`src/rtl/i2cv_pkg.sv`:
```
package i2cv_pkg;
  localparam int unsigned EVT_N  = 7;
  localparam int unsigned WORD_W = 16;

  typedef enum logic [1:0] {
    SEL_STAT = 2'd0,
    SEL_MASK = 2'd1,
    SEL_VEC  = 2'd2,
    SEL_NONE = 2'd3
  } reg_sel_e;
endpackage

```
`src/rtl/i2cv_flag_bank.sv`:
```
module i2cv_flag_bank #(
  parameter int unsigned N = 7
) (
  input  logic         clk,
  input  logic         rst_n,
  input  logic [N-1:0] ev_set,
  input  logic [N-1:0] clr,
  output logic [N-1:0] flags
);
  logic [N-1:0] flags_nxt;
  logic [N-1:0] flags_q;

  // set has priority over any clear source
  for (genvar g = 0; g < N; g++) begin : g_bit
    always_comb begin
      flags_nxt[g] = flags_q[g];
      if (clr[g])    flags_nxt[g] = 1'b0;
      if (ev_set[g]) flags_nxt[g] = 1'b1;
    end

    p_set_wins_r4: assert property (@(posedge clk) disable iff (!rst_n)
      ev_set[g] |=> flags[g]);
    p_clear_r3: assert property (@(posedge clk) disable iff (!rst_n)
      (clr[g] && !ev_set[g]) |=> !flags[g]);
    p_hold_r3: assert property (@(posedge clk) disable iff (!rst_n)
      (!clr[g] && flags[g]) |=> flags[g]);
  end

  always_ff @(posedge clk or negedge rst_n) begin
    if (!rst_n) flags_q <= '0;
    else        flags_q <= flags_nxt;
  end

  assign flags = flags_q;
endmodule

```
`src/rtl/i2cv_vec_enc.sv`:
```
module i2cv_vec_enc #(
  parameter int unsigned N      = 7,
  parameter int unsigned CODE_W = 3
) (
  input  logic [N-1:0]      pending,
  output logic [CODE_W-1:0] code
);
  // lowest index wins: scan downward so the last hit is the lowest
  always_comb begin
    code = '0;
    for (int i = N - 1; i >= 0; i--) begin
      if (pending[i]) code = CODE_W'(i + 1);
    end
  end

  always_comb begin
    p_code_range_r7: assert (code <= CODE_W'(N));
  end
endmodule

```
`src/rtl/i2cv_regif.sv`:
```
module i2cv_regif
  import i2cv_pkg::*;
#(
  parameter int unsigned N        = 7,
  parameter int unsigned W        = 16,
  parameter int unsigned CODE_W   = 3,
  parameter int unsigned BUSY_POS = 12,
  parameter int unsigned RSF_POS  = 11,
  parameter logic [N-1:0] STICKY  = 7'b0011000
) (
  input  logic              clk,
  input  logic              rst_n,
  input  logic [1:0]        sel,
  input  logic              wr_en,
  input  logic              rd_en,
  input  logic [W-1:0]      wdata,
  input  logic [N-1:0]      flags,
  input  logic [CODE_W-1:0] code,
  input  logic              busy_in,
  input  logic              rsfull_in,
  output logic [N-1:0]      mask,
  output logic [N-1:0]      w1c_clr,
  output logic [N-1:0]      vec_clr,
  output logic [W-1:0]      rdata
);
  localparam logic [N-1:0] ONE_N = N'(1);

  reg_sel_e      sel_e;
  logic          mask_en;
  logic [N-1:0]  mask_q;
  logic [W-1:0]  rd_word;
  logic [W-1:0]  rdata_nxt;
  logic [W-1:0]  rdata_q;

  assign sel_e   = reg_sel_e'(sel);
  assign mask_en = wr_en && (sel_e == SEL_MASK);

  always_comb begin
    w1c_clr = '0;
    if (wr_en && (sel_e == SEL_STAT)) w1c_clr = wdata[N-1:0];
  end

  always_comb begin
    vec_clr = '0;
    if (rd_en && (sel_e == SEL_VEC) && (code != '0))
      vec_clr = (ONE_N << (code - CODE_W'(1))) & ~STICKY;
  end

  always_comb begin
    rd_word = '0;
    unique case (sel_e)
      SEL_STAT: begin
        rd_word[N-1:0]  = flags;
        rd_word[BUSY_POS] = busy_in;
        rd_word[RSF_POS]  = rsfull_in;
      end
      SEL_MASK: rd_word[N-1:0]      = mask_q;
      SEL_VEC:  rd_word[CODE_W-1:0] = code;
      default:  rd_word = '0;
    endcase
    rdata_nxt = rd_en ? rd_word : '0;
  end

  always_ff @(posedge clk or negedge rst_n) begin
    if (!rst_n)       mask_q <= '0;
    else if (mask_en) mask_q <= wdata[N-1:0];
  end

  always_ff @(posedge clk or negedge rst_n) begin
    if (!rst_n) rdata_q <= '0;
    else        rdata_q <= rdata_nxt;
  end

  assign mask  = mask_q;
  assign rdata = rdata_q;

  p_vec_onehot_r9: assert property (@(posedge clk) disable iff (!rst_n)
    $onehot0(vec_clr));
  p_mask_stable_r5: assert property (@(posedge clk) disable iff (!rst_n)
    !mask_en |=> $stable(mask));
  p_idle_rdata_r11: assert property (@(posedge clk) disable iff (!rst_n)
    !rd_en |=> (rdata == '0));
endmodule

```
`src/rtl/i2c_irq_vector.sv`:
```
module i2c_irq_vector
  import i2cv_pkg::*;
#(
  parameter int unsigned N        = EVT_N,
  parameter int unsigned W        = WORD_W,
  parameter int unsigned BUSY_POS = 12,
  parameter int unsigned RSF_POS  = 11,
  parameter logic [N-1:0] STICKY  = 7'b0011000
) (
  input  logic         clk,
  input  logic         rst_n,
  input  logic [N-1:0] ev_set,
  input  logic         busy_in,
  input  logic         rsfull_in,
  input  logic [1:0]   sel,
  input  logic         wr_en,
  input  logic         rd_en,
  input  logic [W-1:0] wdata,
  output logic [W-1:0] rdata,
  output logic         irq
);
  localparam int unsigned CODE_W = $clog2(N + 1);

  logic [N-1:0]      flags;
  logic [N-1:0]      mask;
  logic [N-1:0]      enabled;
  logic [N-1:0]      w1c_clr;
  logic [N-1:0]      vec_clr;
  logic [N-1:0]      clr_all;
  logic [CODE_W-1:0] code;

  assign clr_all = w1c_clr | vec_clr;
  assign enabled = flags & mask;
  assign irq     = |enabled;

  i2cv_flag_bank #(.N(N)) i_flags (
    .clk    (clk),
    .rst_n  (rst_n),
    .ev_set (ev_set),
    .clr    (clr_all),
    .flags  (flags)
  );

  i2cv_vec_enc #(.N(N), .CODE_W(CODE_W)) i_enc (
    .pending (enabled),
    .code    (code)
  );

  i2cv_regif #(
    .N(N), .W(W), .CODE_W(CODE_W),
    .BUSY_POS(BUSY_POS), .RSF_POS(RSF_POS), .STICKY(STICKY)
  ) i_regif (
    .clk       (clk),
    .rst_n     (rst_n),
    .sel       (sel),
    .wr_en     (wr_en),
    .rd_en     (rd_en),
    .wdata     (wdata),
    .flags     (flags),
    .code      (code),
    .busy_in   (busy_in),
    .rsfull_in (rsfull_in),
    .mask      (mask),
    .w1c_clr   (w1c_clr),
    .vec_clr   (vec_clr),
    .rdata     (rdata)
  );

  p_irq_code_r6: assert property (@(posedge clk) disable iff (!rst_n)
    irq == (code != '0));
  p_code_enabled_r8: assert property (@(posedge clk) disable iff (!rst_n)
    (code != '0) |-> enabled[code - CODE_W'(1)]);
endmodule

```
`config.mk`:
```
export PLATFORM = sky130hd
export DESIGN_NAME = i2c_irq_vector
export DESIGN_NICKNAME = d
export VERILOG_FILES = /design/src/rtl/i2cv_pkg.sv /design/src/rtl/i2cv_flag_bank.sv /design/src/rtl/i2cv_vec_enc.sv /design/src/rtl/i2cv_regif.sv /design/src/rtl/i2c_irq_vector.sv
export SDC_FILE = /design/constraint.sdc
export NUM_CORES = 1
export LEC_CHECK = 0
export BUFFER_PORTS_ARGS = -buffer_cell sky130_fd_sc_hd__clkbuf_2
export CORE_MARGIN = 10
export CORE_UTILIZATION = 25
export DETAILED_ROUTE_END_ITERATION = 8
export HOLD_SLACK_MARGIN = 0.08
export MAX_ROUTING_LAYER = met4
export PLACE_DENSITY = 0.58
export SLEW_MARGIN = 30
export SYNTH_ARGS = -nofsm -noshare
export SYNTH_HDL_FRONTEND = slang
export SYNTH_SLANG_ARGS = --single-unit
```
`constraint.sdc`:
```
create_clock -name clk -period 1.7 [get_ports clk]
set_input_delay 0.34 -clock clk [delete_from_list [all_inputs] [get_ports clk]]
set_output_delay 0.34 -clock clk [all_outputs]
set_load 0.02 [all_outputs]
```
Yosys cells after proc, flatten, opt, wreduce, memory -nomap -nowiden:

Index checks and enable logic that the tools add are counted.
Widths: inputs -> output; s select.

* output and inout port bits: 17
* flip-flop bits (word level): 30
* logic and storage cells: 56
* input port bits: 31

* shifts and indexed selects: 1
* bitwise logic cells: 2
* muxes and demuxes: 27
* equal/unequal tests: 2
* reductions and logical operators: 14
* add/subtract/negate cells: 1

Operators with widths (number)
* $mux 3: 7
* $mux 1: 14
* $mux 7: 2
* $reduce_bool 2->1: 7
* $mux 13: 1
* $pmux 3 s3: 1
* $pmux 4 s2: 1
* $and 7x7->7: 1
* $or 7x7->7: 1
* $reduce_or 7->1: 1
* $shl 1x3->7 const A: 1
* $logic_and 1x1->1: 4
* $reduce_bool 3->1: 1
* $sub 3x1->3 const B: 1
* $eq 2x1->1 const B: 1
* $eq 2x2->1 const B: 1
* $logic_not 2->1: 1
* $mux 2: 1

Depth between registers and ports, before layout:

* depth after elaboration: 14
* depth in mapped cells: 6
* gate-level depth less buffers: 5

Modules after synthesis:

Synthesis repeated with hierarchy kept, for this count alone.

* cells, all modules: 125
* area total of the unflattened synthesis: 1290.0 sq um

Modules (own cells, without submodules)
* i2cv_regif: seq. area each 400.4 sq um, cells each 76, times used 1, area an instance 857.1 sq um
* i2cv_flag_bank: seq. area each 175.2 sq um, cells each 21, times used 1, area an instance 254.0 sq um
* i2c_irq_vector: seq. area each 0.0 sq um, cells each 17, times used 1, area an instance 117.6 sq um
* i2cv_vec_enc: seq. area each 0.0 sq um, cells each 11, times used 1, area an instance 61.3 sq um

Least setup slack after synthesis:

No wires, ideal clock.

* kind: register to register
* start: reg i_flags.flags_q[6], in the netlist i_flags.flags[6]
* end: reg i_flags.flags_q[1], in the netlist i_flags.flags[1]
* clock period less this slack: 1.698 ns
* arrival time: 1.579 ns
* library setup time: 0.120 ns
* stages on the path, launching flop included: 6
* buffers on the path: 0
* setup slack: 0.002 ns
* required time: 1.580 ns
* cell sequence: dfrtp_1 > a22o_1 > a221oi_2 > and2b_4 > or3b_1 > a31o_1

* word-level cells in the longest chain between the ends: 13
* elaborated cells between the ends (all ways): 15
* classes of those cells: add/sub: 1; shift: 1; mux: 8; bitwise: 2; reduce/logical: 3

RTL lines
* start, declared: RTL line i2cv_flag_bank.sv:11 `logic [N-1:0] flags_q;`
* start signal, assigned: RTL line i2cv_flag_bank.sv:31 `else flags_q <= flags_nxt;`
* $and 7x7->7 (*): RTL line i2c_irq_vector.sv:33 `assign enabled = flags & mask;`
* $mux 3 (*) (7 in a row): RTL line i2cv_vec_enc.sv:12 `if (pending[i]) code = CODE_W'(i + 1);`
* $sub 3x1->3 or $reduce_bool 3->1 (tied branches): RTL line i2cv_regif.sv:46, i2cv_regif.sv:45
* $shl 1x3->7 or $logic_and 1x1->1 (tied branches): RTL line i2cv_regif.sv:46, i2cv_regif.sv:45
* $mux 7 (*): RTL line i2cv_regif.sv:45 `if (rd_en && (sel_e == SEL_VEC) && (code != '0))`
* $or 7x7->7 (*): RTL line i2c_irq_vector.sv:32 `assign clr_all = w1c_clr | vec_clr;`
* $reduce_bool 2->1 (no line) (*)

Every way passes the cells marked *; elsewhere a longest branch is shown, timed or not.
A chain may end at the register's enable or synchronous reset.

Worst setup path in the final report:

* start: reg i_flags.flags_q[6], in the netlist i_flags.flags[6]
* end: out irq

* word-level cells in the longest chain between the ends: 2

RTL lines
* $and 7x7->7: RTL line i2c_irq_vector.sv:33
* $reduce_or 7->1: RTL line i2c_irq_vector.sv:34 `assign irq = |enabled;`
* end, declared: RTL line i2c_irq_vector.sv:20 `output logic irq`

Every way passes these cells.

==> out/metrics.csv <==
metric,value,unit
outcome,"complete, but fails checks",
failing checks,negative setup slack,
worst hold start,ev_set[3],
Syn Area/Cell,11.1,um^2
Final Util,0.354,
PortBufs,31,
First-pass DRT Iterations,4,
drt wl/cell,15.2,um
post-synthesis instance total,102,
Worst-path clk slew,0.07,ns
DRC viols,0,
Slew @ Worst Pin,0.565,ns
sequential area share after synthesis,0.507,
CTS root buffer,clkbuf_8,
endpoints failing hold,0,
Yosys top cell by area,dfrtp_1,
Synth warnings,0,
IO Pins,48,
crit path launch,i_flags.flags[6],
CTS Buf Count,3,
HPWL after detailed placement,2.42,mm
post-synthesis cell type count,31,
Crit-path slowest cell,dfrtp_1,
remaining global-route overflow,0,
Die Span Y,87.4,um
period utilisation layout,1.05,
Worst VDD drop,0.303,mV
RSZ-0062 raised after global routing,true,
"top cells by area, synth","dfrtp_1 51%, mux2_2 6.9%, mux2i_1 5.3%, buf_4 4.6%, nand2_1 4.3%",
fin nets,187,
final antenna-violating net count,0,
Starting Density,0.259,
final instance area,0.00155,mm^2
number of cell rows,24,
final slew viol count,0,
f_max,0.558,GHz
#FFs+latches synth,23,
initial antenna violation count,0,
P per Cell Area,897,mW/mm^2
die width,87.4,um
clk sink count,23,
worst-path cell chain,a22o_1 -> a221oi_2 -> buf_4 -> nand2_4 -> buf_8,
CP Capture Type,output port,
H-tree Lvls,1,
Worst slew margin,0.623,
Lkg Pwr,0.743,nW
CP max stage delay,0.38,ns
largest net degree at the start of global routing,24,
clk_lat worst skew,0.26,ns
Bufs and invs on worst path,2,
routed vias,986,
vias per cell,4.76,
synthesized area,0.00114,mm^2
die area,0.00764,mm^2
CP Data Required Time,1.36,ns
"most common cell after layout, fill and taps aside",clkbuf_2,
DP Worst Slack,-0.0361,ns
Fin Clk Skew,0.00364,ns
arrival time worst endpoint,1.45,ns
first-pass GRT wire length,4.93,mm
top-area cell type share of the netlist area,0.507,
Routed WL,3.15,mm
share of cells above drive strength 1,0.503,
DRT iter0 DRCs,76,
worst hold path type,input port to register,
FF-to-FF Start,i_flags.flags[6],
PnR worst setup slack,-0.0923,ns
"critical path fanouts, max",2,
Ant. Diodes,0,
"CP delay by family, top",compound AO/OA/AOI/OAI gates,
final setup TNS,-0.180,ns
most frequent cells in the layout,"30 x clkbuf_2, 21 x dfrtp_1, 19 x buf_4, 12 x nand2_1",
fin crit period,1.79,ns
routability cong.,0.925,
CP Class,register to output port,
clk buf depth,2,
startpoint types,register,
Area Overhead vs Synth,36.8,%
gr usage total,0.0831,
TritonCTS clock tree,yes,
final setup violating endpoints,4,
Area after DPL,0.00145,mm^2
Max Cap Violations,0,
core area,0.00438,mm^2
vias in the first global route,1026,
routing by layer:
layer | routed length (um) | global-route usage | vias to the layer above
li1 | - | - | 468
met1 | 1340 | 0.0971 | 476
met2 | 1460 | 0.127 | 37
met3 | 311 | 0.0309 | 5
met4 | 36 | 0.0304 | 0
met5 | 0 | - | -
report_power, final:
group	total, mW	internal [mW]	switching, mW
clock	0.334	0.167	0.167
combinational	0.396	0.209	0.187
sequential	0.664	0.603	0.0606
path summary, 6_finish.rpt:
kind,slack [ns],to,cells past startpoint
setup / recovery,-0.09,irq,5
hold / removal,0.26,i_flags.flags[3],2
setup reg to reg,-0.07,i_flags.flags[1],5
min in group asynchronous,0.61,i_regif.rdata[2],2
max in group asynchronous,0.69,i_regif.mask[2],2
hold reg to reg,0.58,i_flags.flags[4],1
timing repair:
action                                 4_1_cts  5_1_grt
hold buffers                                 1        0
setup endpoints to repair                    3        6
resized for setup                            4        8
pin swaps                                    3        7
cloned                                       0        0
endpoints found under the hold margin       23        0
buffers inserted                             2        0
worst register-to-register path: cells and delay by family (launching register included):
family	cells	cell delay, ns
AOI/OAI and AO/OA	3	0.69
DFF	1	0.38
and+or+nand+nor	2	0.60
metrics by stage:
| stage | instances | hold WS [ns] | total power [mW] |
|---|---|---|---|
| after detailed placement | 200 | 0.360 | 1.02 |
| after floorplan | 108 | 0.0444 | 0.868 |
| after global placement | 200 | 0.350 | 1.01 |
| after global routing | 207 | 0.261 | 1.47 |
| final | 207 | 0.256 | 1.39 |
| after CTS | 207 | 0.258 | 1.38 |
synthesized netlist by cell type:
| cell type | instances |
|---|---|
| a2111oi_2 | 1 |
| a21o_1 | 3 |
| a21oi_1 | 3 |
| a221oi_2 | 1 |
| a222oi_1 | 2 |
| a22o_1 | 2 |
| a22oi_1 | 1 |
| a31o_1 | 1 |
| a31o_2 | 3 |
| a31oi_1 | 1 |
| a32o_1 | 1 |
| a32oi_1 | 1 |
| and2b_4 | 1 |
| and3_2 | 3 |
| buf_4 | 7 |
| buf_6 | 1 |
| clkbuf_1 | 1 |
| conb_1 | 1 |
| dfrtp_1 | 23 |
| inv_2 | 2 |
| mux2_2 | 7 |
| mux2i_1 | 6 |
| nand2_1 | 13 |
| nand3_1 | 3 |
| nand3b_1 | 2 |
| nor2_1 | 6 |
| nor2b_1 | 1 |
| nor3_1 | 1 |
| o21ai_0 | 2 |
| o22ai_1 | 1 |
| or3b_1 | 1 |
flip-flops by register name, summed over array words and instances (netlist names):
name,count
i_regif.rdata,9
i_regif.mask,7
i_flags.flags,7
cell families (layout without fill, tap and decap cells):
group	Yosys count	count (layout)	share of synthesized area
flops	23	23	0.507
simple gates	31	31	0.135
buf+inv	11	58	0.0661
mux	13	13	0.122
compound gates	23	23	0.166
other cells	1	7	0.00330
final cells by class:
cell class	count	area [um^2]
repair buffers	52	329
multi-input cells	74	529
fillers	455	2830
inverters	2	7.51
flip-flops and latches	23	578
well taps	52	65.1
clock buffers	4	45.0
Power figures use the tool's default switching activity.
